`src/rtl/tcs_pkg.sv`:
```
package tcs_pkg;

  typedef enum logic [2:0] {
    CS_OFF      = 3'b000,
    CS_DIV1     = 3'b001,
    CS_DIV8     = 3'b010,
    CS_DIV64    = 3'b011,
    CS_DIV256   = 3'b100,
    CS_DIV1024  = 3'b101,
    CS_EXT_FALL = 3'b110,
    CS_EXT_RISE = 3'b111
  } clk_sel_e;

  localparam int unsigned NUM_TAPS = 4;

endpackage

```
`src/rtl/tcs_rst_sync.sv`:
```
// Reset is asserted asynchronously and released on a clock edge.
module tcs_rst_sync #(
  parameter int unsigned STAGES = 2
) (
  input  logic clk_i,
  input  logic rst_ni,
  output logic rst_no
);

  logic [STAGES-1:0] stage_q;
  logic [STAGES-1:0] stage_d;

  always_comb begin
    stage_d = {stage_q[STAGES-2:0], 1'b1};
  end

  always_ff @(posedge clk_i or negedge rst_ni) begin
    if (!rst_ni) begin
      stage_q <= '0;
    end else begin
      stage_q <= stage_d;
    end
  end

  assign rst_no = stage_q[STAGES-1];

endmodule

```
`src/rtl/tcs_prescaler.sv`:
```
// Free-running binary divider. Each tap is high for one cycle
// when its low-order bits are all ones.
module tcs_prescaler
  import tcs_pkg::*;
#(
  parameter int unsigned LOG_A = 3,
  parameter int unsigned LOG_B = 6,
  parameter int unsigned LOG_C = 8,
  parameter int unsigned LOG_D = 10
) (
  input  logic                clk_i,
  input  logic                rst_ni,
  output logic [NUM_TAPS-1:0] tap_o
);

  localparam int unsigned CNT_W = LOG_D;
  localparam int unsigned TAP_LOG [NUM_TAPS] = '{LOG_A, LOG_B, LOG_C, LOG_D};

  logic [CNT_W-1:0] cnt_q;
  logic [CNT_W-1:0] cnt_d;

  always_comb begin
    cnt_d = cnt_q + CNT_W'(1);
  end

  always_ff @(posedge clk_i or negedge rst_ni) begin
    if (!rst_ni) begin
      cnt_q <= '0;
    end else begin
      cnt_q <= cnt_d;
    end
  end

  for (genvar g = 0; g < NUM_TAPS; g++) begin : g_tap
    assign tap_o[g] = &cnt_q[TAP_LOG[g]-1:0];
  end

endmodule

```
`src/rtl/tcs_edge_det.sv`:
```
// Synchronizer chain for the asynchronous pin, followed by a
// one-flop history used to detect transitions.
module tcs_edge_det #(
  parameter int unsigned SYNC_N = 2
) (
  input  logic clk_i,
  input  logic rst_ni,
  input  logic pin_i,
  output logic rise_o,
  output logic fall_o
);

  logic [SYNC_N-1:0] sh_q;
  logic [SYNC_N-1:0] sh_d;
  logic              last_q;
  logic              last_d;
  logic              lvl;

  assign lvl = sh_q[SYNC_N-1];

  always_comb begin
    sh_d   = {sh_q[SYNC_N-2:0], pin_i};
    last_d = lvl;
  end

  always_ff @(posedge clk_i or negedge rst_ni) begin
    if (!rst_ni) begin
      sh_q   <= '0;
      last_q <= 1'b0;
    end else begin
      sh_q   <= sh_d;
      last_q <= last_d;
    end
  end

  assign rise_o = lvl & ~last_q;
  assign fall_o = ~lvl & last_q;

endmodule

```
`src/rtl/tcs_tick_sel.sv`:
```
// Chooses the count-enable source from the 3-bit code.
module tcs_tick_sel
  import tcs_pkg::*;
(
  input  logic [2:0]          sel_i,
  input  logic [NUM_TAPS-1:0] tap_i,
  input  logic                rise_i,
  input  logic                fall_i,
  output logic                tick_o
);

  always_comb begin
    case (clk_sel_e'(sel_i))
      CS_OFF:      tick_o = 1'b0;
      CS_DIV1:     tick_o = 1'b1;
      CS_DIV8:     tick_o = tap_i[0];
      CS_DIV64:    tick_o = tap_i[1];
      CS_DIV256:   tick_o = tap_i[2];
      CS_DIV1024:  tick_o = tap_i[3];
      CS_EXT_FALL: tick_o = fall_i;
      CS_EXT_RISE: tick_o = rise_i;
      default:     tick_o = 1'b0;
    endcase
  end

endmodule

```
`src/rtl/tmr_clk_select.sv`:
```
module tmr_clk_select
  import tcs_pkg::*;
#(
  parameter int unsigned PRE_LOG_A  = 3,
  parameter int unsigned PRE_LOG_B  = 6,
  parameter int unsigned PRE_LOG_C  = 8,
  parameter int unsigned PRE_LOG_D  = 10,
  parameter int unsigned SYNC_N     = 2,
  parameter int unsigned RST_SYNC_N = 2
) (
  input  logic       clk_i,
  input  logic       rst_ni,
  input  logic [2:0] sel_i,
  input  logic       ext_pin_i,
  output logic       tick_o
);

  logic                rst_int_n;
  logic [NUM_TAPS-1:0] taps;
  logic                pin_rise;
  logic                pin_fall;

  tcs_rst_sync #(
    .STAGES(RST_SYNC_N)
  ) u_rst (
    .clk_i (clk_i),
    .rst_ni(rst_ni),
    .rst_no(rst_int_n)
  );

  tcs_prescaler #(
    .LOG_A(PRE_LOG_A),
    .LOG_B(PRE_LOG_B),
    .LOG_C(PRE_LOG_C),
    .LOG_D(PRE_LOG_D)
  ) u_pre (
    .clk_i (clk_i),
    .rst_ni(rst_int_n),
    .tap_o (taps)
  );

  tcs_edge_det #(
    .SYNC_N(SYNC_N)
  ) u_edge (
    .clk_i (clk_i),
    .rst_ni(rst_int_n),
    .pin_i (ext_pin_i),
    .rise_o(pin_rise),
    .fall_o(pin_fall)
  );

  tcs_tick_sel u_sel (
    .sel_i (sel_i),
    .tap_i (taps),
    .rise_i(pin_rise),
    .fall_i(pin_fall),
    .tick_o(tick_o)
  );

endmodule

```
`config.mk`:
```
export PLATFORM = sky130hd
export DESIGN_NAME = tmr_clk_select
export DESIGN_NICKNAME = d
export VERILOG_FILES = /design/src/rtl/tcs_pkg.sv /design/src/rtl/tcs_rst_sync.sv /design/src/rtl/tcs_prescaler.sv /design/src/rtl/tcs_edge_det.sv /design/src/rtl/tcs_tick_sel.sv /design/src/rtl/tmr_clk_select.sv
export SDC_FILE = /design/constraint.sdc
export NUM_CORES = 1
export LEC_CHECK = 0
export BUFFER_PORTS_ARGS = -buffer_cell sky130_fd_sc_hd__clkbuf_2
export CAP_MARGIN = 20
export CORE_AREA = 2 2 42 44
export DETAILED_ROUTE_END_ITERATION = 8
export DIE_AREA = 0 0 44 46
export SETUP_SLACK_MARGIN = 0.5
export SYNTH_ARGS = -nofsm -noshare
export SYNTH_HDL_FRONTEND = slang
export SYNTH_SLANG_ARGS = --single-unit
```
`constraint.sdc`:
```
create_clock -name clk_i -period 3.3 [get_ports clk_i]
set_input_delay 0.66 -clock clk_i [delete_from_list [all_inputs] [get_ports clk_i]]
set_output_delay 0.66 -clock clk_i [all_outputs]
set_load 0.02 [all_outputs]
```
======== Word-level counts from Yosys, hierarchy flattened ========
Index checks and enable logic that the tools add are counted.
storage, ports and cells
  bits in registers ....................... 15
  input port bits ......................... 6
  output and inout bits ................... 1
cells by class
  add/subtract/negate cells ............... 1
  eq/ne operators ......................... 7
  multiplexer cells ....................... 1
  bitwise gates (word level) .............. 4
  reductions and logical operators ........ 5
operators by type and width
  operator                 number
  $eq A3 B3 Y1 const B     4
  $add A10 B1 Y10 const B  1
  $reduce_and A10 Y1       1
  $pmux W1 S8              1
  $reduce_and A8 Y1        1
  $eq A3 B2 Y1 const B     2
  $reduce_and A6 Y1        1
  $eq A3 B1 Y1 const B     1
  $logic_not A3 Y1         1
  $reduce_and A3 Y1        1
  $and A1 B1 Y1            2
  $not A1 Y1               2

======== Longest topological paths before layout ========
Gate-level depths: netlist of run 1.
  depth after elaboration ................. 3
  depth in mapped cells ................... 6
  mapped depth without buffers ............ 6

======== Modules after synthesis ========
A second synthesis of run 1 with hierarchy kept.
second synthesis, totals
  cells, all modules ...................... 48
  area total of the unflattened synthesis .. 645.6 µm²
modules (own cells, without submodules)
  module         times used  cells each  area an instance (µm²)  seq. area each (µm²)
  tcs_prescaler  1           35          441.7                   250.2
  tcs_edge_det   1           5           90.1                    75.1
  tcs_tick_sel   1           5           60.1                    0.0
  tcs_rst_sync   1           3           53.8                    50.0

======== Worst setup path after synthesis of run 1 ========
OpenSTA, ideal clock, no wires.
  kind .................................... register to output
  start ................................... reg u_pre.cnt_q[0]
  end ..................................... out tick_o
  data arrival time ....................... 1.288 ns
  setup slack ............................. 1.352 ns
  cell stages (with the launch flop) ...... 7
  buffers on the path ..................... 0
  cell sequence ........................... dfrtp_1 > ha_1 > ha_1 > a21oi_1 > a311oi_1 > a31oi_1 > nor2_1
between the ends
  cells in the longest elaborated chain, start to end .. 2
  elaborated cells between the ends (all ways) .. 5
  those cells by class .................... mux (1); reduce/logical (4)
RTL lines
  what                                              line                  source
  from (decl)                                       tcs_prescaler.sv:19   logic [CNT_W-1:0] cnt_q;
  from (signal assigned)                            tcs_prescaler.sv:30   cnt_q <= cnt_d;
  $reduce_and A10 Y1, or another cell as far along  tcs_prescaler.sv:35   assign tap_o[g] = &cnt_q[TAP_LOG[g]-1:0];
  $pmux W1 S8 *                                     tcs_tick_sel.sv:13    case (clk_sel_e'(sel_i))
  to (decl)                                         tmr_clk_select.sv:15  output logic tick_o
Every way passes the cells marked *; elsewhere a longest branch is shown, timed or not.

======== Worst setup path in the final report of run 1 ========
Ends and elaborated chain as after synthesis.

==> results.txt, run 1 <==
total power: 303.5 uW
endpoint type of the worst setup path: output pin
Synth top cells by count: dfrtp_1 (15), xnor2_1 (4), nand2_1 (3), nor2_1 (3), xor2_1 (3)
vias per inst: 4.933
Arr. time, crit path: 1680 ps
fin nets: 67
Fin Clk Skew: 0.6005 ps
pre-CTS setup slack: 1210 ps
DR vias: 370
Ports: 7
Yosys warning count: 0
Highest Clock Rate: 428.2 MHz
clk root buf: clkbuf_4
number of synthesized flops with an enable pin: 0
register area: 375.4 sq um
worst skew pair latency: 280 ps
critical path type: register to output pin
GRT Overall Usage: 10.88%
Worst-Margin Slew: 512.1 ps
die area: 2024 sq um
Initial Util: 37.44%
Synth Register Bits: 15
Die X: 44 um
number of global-route vias before repair: 367
Detailed Routing Iterations Pass 1: 2
area occupied by multi-input gates: 225.2 sq um
first-pass GRT wire length: 1449 um
worst r2r src: u_pre.cnt_q[0]
Max-Slew Margin vs Limit: 65.86%
Yosys top cell area share: 62.11%
area delta synth->final: 12.84%
Post-Route WL: 842 um
max-cap violations: 0
placed cell area: 655.6 sq um
WL per Instance: 11.23 um
post-cts hold buffer count: 0
port bufs: 6
Starting DRT DRC Count: 6
required time worst endpoint: 2640 ps
status: completed
Finished Cell Area: 681.9 sq um
Final ANT Viol Nets: 0
Inserted Clock Buffers: 3
Syn Area/Cell: 12.59 sq um
Worst-path clk slew: 80 ps
CTS sink count: 15
share of layout cells above drive strength 1: 22.41%
Max VDD drop: 0.2214 mV
crit-path max FO: 4
# H-tree levels: 1
post-DP HPWL: 643.6 um
P per Cell Area: 445.1 nW/um^2
Clock Path Buffers: 2
top post-synthesis cells by area: dfrtp_1 (62%), xnor2_1 (5.8%), xor2_1 (4.3%), ha_1 (4.1%), nand4_2 (2.1%)
Setup crit start kind: register
post-CTS sizing: 0
Placer Congestion: 0.6629
LEAKAGE: 0.0003284 uW
Core Region: 1614 sq um
Syn Std Cell Area: 604.3 sq um
endpoints failing hold: 0
Fillers: 154
Tmin final: 2336 ps
Residual DRC: 0
CTS tree: built
Most used DFF post-synth: dfrtp_1
Net Count, Synth: 56
Final TNS setup: 0 ps
Final Cycle Share: 70.78%
final std cells w/o fill: 75
RSZ-0062 raised after global routing: false
initial antenna violation count: 0
most common cell in the netlist: dfrtp_1
library cells used by synthesis: 23
Max Transition Viols Final: 0
largest net degree at the start of global routing: 14
worst min-delay path class: input pin to async pin
Async S/R FF share, synth: 100.0%
GRT overflow: 0
Cells after DPL: 71
fin worst setup slack: 964.4 ps
reg-to-reg endpoint: u_pre.cnt_q[8]
# rows: 15
Seq/Total Area, Yosys: 62.11%
Mapped Cells: 48
diode count: 0
cell taking the most area after synthesis: dfrtp_1
Final setup viols: 0
Die H: 46 um
worst reg2reg path depth: 4
FF-to-FF setup slack: 2090 ps
post-CTS setup buffers: 0
critical path, cell delays in order (launching register included):
cell and delay, ps:
dfrtp_1 420, ha_1 230, ha_1 190, a21oi_1 150, a311oi_1 60, a31oi_1 140, nor2_1 50, clkbuf_2 150
cell families (layout without fill, tap and decap cells):
family                   count (synthesis)  after routing  synth area share (%)
AND/OR/NAND/NOR                         17             17                 16.98
adder cells (fa/ha/maj)                  2              2                 4.140
buffers and inverters                    1             11                0.6205
XOR/XNOR                                 7              7                 10.15
flip-flops                              15             15                 62.11
other                                    1              1                0.6205
AO/OA/AOI/OAI                            5              5                 5.383
final cells by class:
cell class	instances	area share (%)
sequential	15	55.05
inverter	1	0.5505
tap	17	3.119
clock buffer	4	3.853
multi-input combinational	32	33.03
timing repair buffer	6	4.404
through the flow:
step	utilization, %	hold WS (ps)
after floorplan	-	160.4
after global placement	40.62	230.1
after detailed placement	40.62	224.4
after CTS	42.25	137.8
after global routing	42.25	130.2
final	42.25	147.5
report_power, final:
group	switching, uW	internal, uW
sequential	3.79	187
combinational	5.97	5.56
clock	54.7	46.9
total	64.4	239
routing by layer:
| layer | GRT usage, % | wire length (um) | share of wire, % | up-vias |
|---|---|---|---|---|
| li1 | - | - | - | 186 |
| met1 | 13.45 | 404 | 48 | 180 |
| met2 | 14.41 | 402 | 48 | 2 |
| met3 | 2.381 | 8 | 0.95 | 2 |
| met4 | 12.73 | 25 | 3.0 | 0 |
| met5 | 0 | 0 | 0 | - |
flip-flops by register name (all words and copies together), names as in the netlist:
name,count
u_pre.cnt_q,10
u_edge.sh_q,2
u_rst.stage_q,2
u_edge.last_q,1
worst max path at each step:
stage / startpoint / to
CTS: u_pre.cnt_q[0] / tick_o
floorplan: u_pre.cnt_q[0] / tick_o
detailed placement: sel_i[1] / tick_o
global route: u_pre.cnt_q[0] / tick_o
finish: u_pre.cnt_q[0] / tick_o
global placement: sel_i[1] / tick_o
cells in the final DEF (no fill, tap or decap):
cell      Yosys  layout
xnor2_1       4       4
a21oi_1       1       1
nor3b_1       1       1
nand4_2       1       1
clkbuf_2      0       6
nor2b_1       1       1
inv_1         1       1
nand2_1       3       3
conb_1        1       1
nand2b_1      1       1
a31oi_1       1       1
nand2_2       1       1
dfrtp_1      15      15
xor2_1        3       3
nand4_1       1       1
o21ai_0       1       1
and4_4        1       1
nand3_1       2       2
clkbuf_4      0       3
a311oi_1      1       1
ha_1          2       2
nor2_1        3       3
nand3b_1      1       1
clkbuf_1      0       1
nor2_2        1       1
o211ai_1      1       1
Note: power is estimated with default switching activity, not from simulation.
==> run 2: changes to the inputs <==
==> constraint.sdc (replaced) <==
create_clock -name clk_i -period 2 [get_ports clk_i]
set_input_delay 0.4 -clock clk_i [delete_from_list [all_inputs] [get_ports clk_i]]
set_output_delay 0.4 -clock clk_i [all_outputs]
set_load 0.02 [all_outputs]
==> run 2 against run 1 <==
Sequential cell count did not move; register-to-register slack worse by 1200 ps; count of clock-buffer cells in the layout down 1; clock skew rose by 2.6 ps; combinational power increased by 120%; first-iteration DRC count decreased by 67%; core utilization increased by 4.4 points; largest power group unchanged.
==> results.txt, run 2 (synthesized netlist as in run 1, its figures left out) <==
status: completed (unchanged)
max-cap violations: 0 (unchanged)
P per Cell Area: 667.6 nW/um^2 (was 445.1 nW/um^2)
pre-CTS setup slack: 252.1 ps (was 1210 ps)
Max Transition Viols Final: 0 (unchanged)
Starting DRT DRC Count: 2 (was 6)
Die H: 46 um (unchanged)
area delta synth->final: 24.64% (was 12.84%)
Psw: 106.9 uW (was 64.42 uW)
WL per Instance: 10.85 um (was 11.23 um)
vias per inst: 4.885 (was 4.933)
fin worst setup slack: 28.03 ps (was 964.4 ps)
placed cell area: 676.9 sq um (was 655.6 sq um)
Residual DRC: 0 (unchanged)
Post-Route WL: 846 um (was 842 um)
Final Cycle Share: 98.60%
biggest regs: u_pre.cnt_q x10, u_edge.sh_q x2, u_rst.stage_q x2 (unchanged)
Max VDD drop: 0.3830 mV (was 0.2214 mV)
Fillers: 153 (was 154)
largest net degree at the start of global routing: 14 (unchanged)
crit-path max FO: 2 (was 4)
post-DP HPWL: 627 um (was 643.6 um)
initial antenna violation count: 0 (unchanged)
# rows: 15 (unchanged)
CTS sink count: 15 (unchanged)
worst min-delay path class: register to async pin (was input pin to async pin)
Max-Slew Margin vs Limit: 66.63% (was 65.86%)
share of layout cells above drive strength 1: 34.43% (was 22.41%)
number of flip-flops under the largest register name: 10 (unchanged)
total power: 502.8 uW (was 303.5 uW)
Final setup viols: 0 (unchanged)
number of global-route vias before repair: 391 (was 367)
Arr. time, crit path: 1570 ps (was 1680 ps)
worst skew pair latency: 280 ps (about the same)
Worst-Margin Slew: 500.6 ps (was 512.1 ps)
port bufs: 6 (unchanged)
Finished Cell Area: 753.2 sq um (was 681.9 sq um)
commonest non-fill, non-tap cell in the layout: dfrtp_1 (unchanged)
sw frac: 21.26% (was 21.22%)
DR vias: 381 (was 370)
Int Pwr: 395.9 uW (was 239.1 uW)
diode count: 0 (unchanged)
endpoint type of the worst setup path: output pin (unchanged)
CTS tree: built (unchanged)
Final ANT Viol Nets: 0 (unchanged)
WHS: 208.2 ps (was 147.5 ps)
Worst-path clk slew: 80 ps (about the same)
final std cells w/o fill: 78 (was 75)
sequential share of power: 62.5% (was 62.7%)
most frequent cells in the layout: dfrtp_1 (15), clkbuf_2 (5), xnor2_1 (4) (was dfrtp_1 (15), clkbuf_2 (6), xnor2_1 (4))
Tmin final: 1972 ps
Inserted Clock Buffers: 3 (unchanged)
required time worst endpoint: 1600 ps (was 2640 ps)
Detailed Routing Iterations Pass 1: 3 (was 2)
critical path type: register to output pin (unchanged)
Setup crit start kind: register (unchanged)
Clk pwr share: 32.5% (was 33.5%)
endpoints failing hold: 0 (unchanged)
Placer Congestion: 0.7155 (was 0.6629)
Initial Util: 37.44% (unchanged)
fin nets: 70 (was 67)
Fin Clk Skew: 3.226 ps (was 0.6005 ps)
Ports: 7 (unchanged)
die area: 2024 sq um (unchanged)
# H-tree levels: 1 (unchanged)
Highest Clock Rate: 507.1 MHz
first-pass GRT wire length: 1635 um (was 1449 um)
RSZ-0062 raised after global routing: true (was false)
LEAKAGE: 0.0003425 uW (was 0.0003284 uW)
GRT overflow: 0 (unchanged)
Top reg by flops: u_pre.cnt_q (unchanged)
Die X: 44 um (unchanged)
clk root buf: clkbuf_4 (unchanged)
Comb pwr share: 5.0% (was 3.8%)
Clock Path Buffers: 2 (unchanged)
Core Region: 1614 sq um (unchanged)
GRT Overall Usage: 11.69% (was 10.88%)
Cells after DPL: 71 (unchanged)
==> run 2: layer usage <==
layer / GRT usage, % / part of all wire (%)
met4: 3.636 / 0
met3: 7.143 / 5.3
met1: 12.85 / 45
met5: 0 / 0
met2: 18.82 / 50
==> run 2: cell type report <==
class	count	area (sq um)	area share, %
clock buffer	3	22.52	2.990
clock inverter	1	5.005	0.6645
inverter	1	3.754	0.4983
multi-input combinational	32	261.5	34.72
sequential	15	375.4	49.83
tap	17	21.27	2.824
timing repair buffer	9	63.81	8.472
==> run 2: what timing repair did <==
item | CTS | global route
resized for setup | 3 | 1
hold buffers | 1 | 0
setup endpoints to repair | 1 | 1
buffers inserted | 2 | 0
gates cloned | 0 | 0
pin swaps | 2 | 1
endpoints found under the hold margin | 2 | 0
==> run 2: power by group through the flow <==
stage,sequential (uW),combinational (uW),clock (uW)
detailed placement,321,21.1,0
finish,314,25.1,164
floorplan,319,10.8,0
CTS,315,25.3,173
global route,317,27.4,190
global placement,321,21.0,0
==> run 2: per-stage QoR <==
| step | TNS (ps) | util [%] |
|---|---|---|
| after floorplan | 0 | - |
| after global placement | 0 | 41.94 |
| after detailed placement | 0 | 41.94 |
| after CTS | -7.253 | 46.05 |
| after global routing | -90.86 | 46.67 |
| final | 0 | 46.67 |
==> run 2: final timing paths <==
| kind | depth (start not counted) | to | slack (ps) | from |
|---|---|---|---|---|
| setup / recovery | 7 | tick_o | 30 | u_pre.cnt_q[0] |
| hold / removal | 0 | u_pre.cnt_q[3] | 210 | u_rst.stage_q[1] |
| setup reg to reg | 4 | u_pre.cnt_q[7] | 850 | u_pre.cnt_q[0] |
| hold reg to reg | 0 | u_pre.cnt_q[3] | 210 | u_rst.stage_q[1] |
| max in group asynchronous | 0 | u_pre.cnt_q[9] | 1460 | u_rst.stage_q[1] |
| min in group clk_i | 1 | u_edge.sh_q[0] | 220 | ext_pin_i |
==> run 2: worst max-delay path: stages, from the launching register on <==
cell	delay (ps)
dfrtp_1	410
ha_4	180
ha_4	150
a21oi_2	100
a311oi_1	50
a31oi_1	190
nor2_2	60
clkbuf_8	150
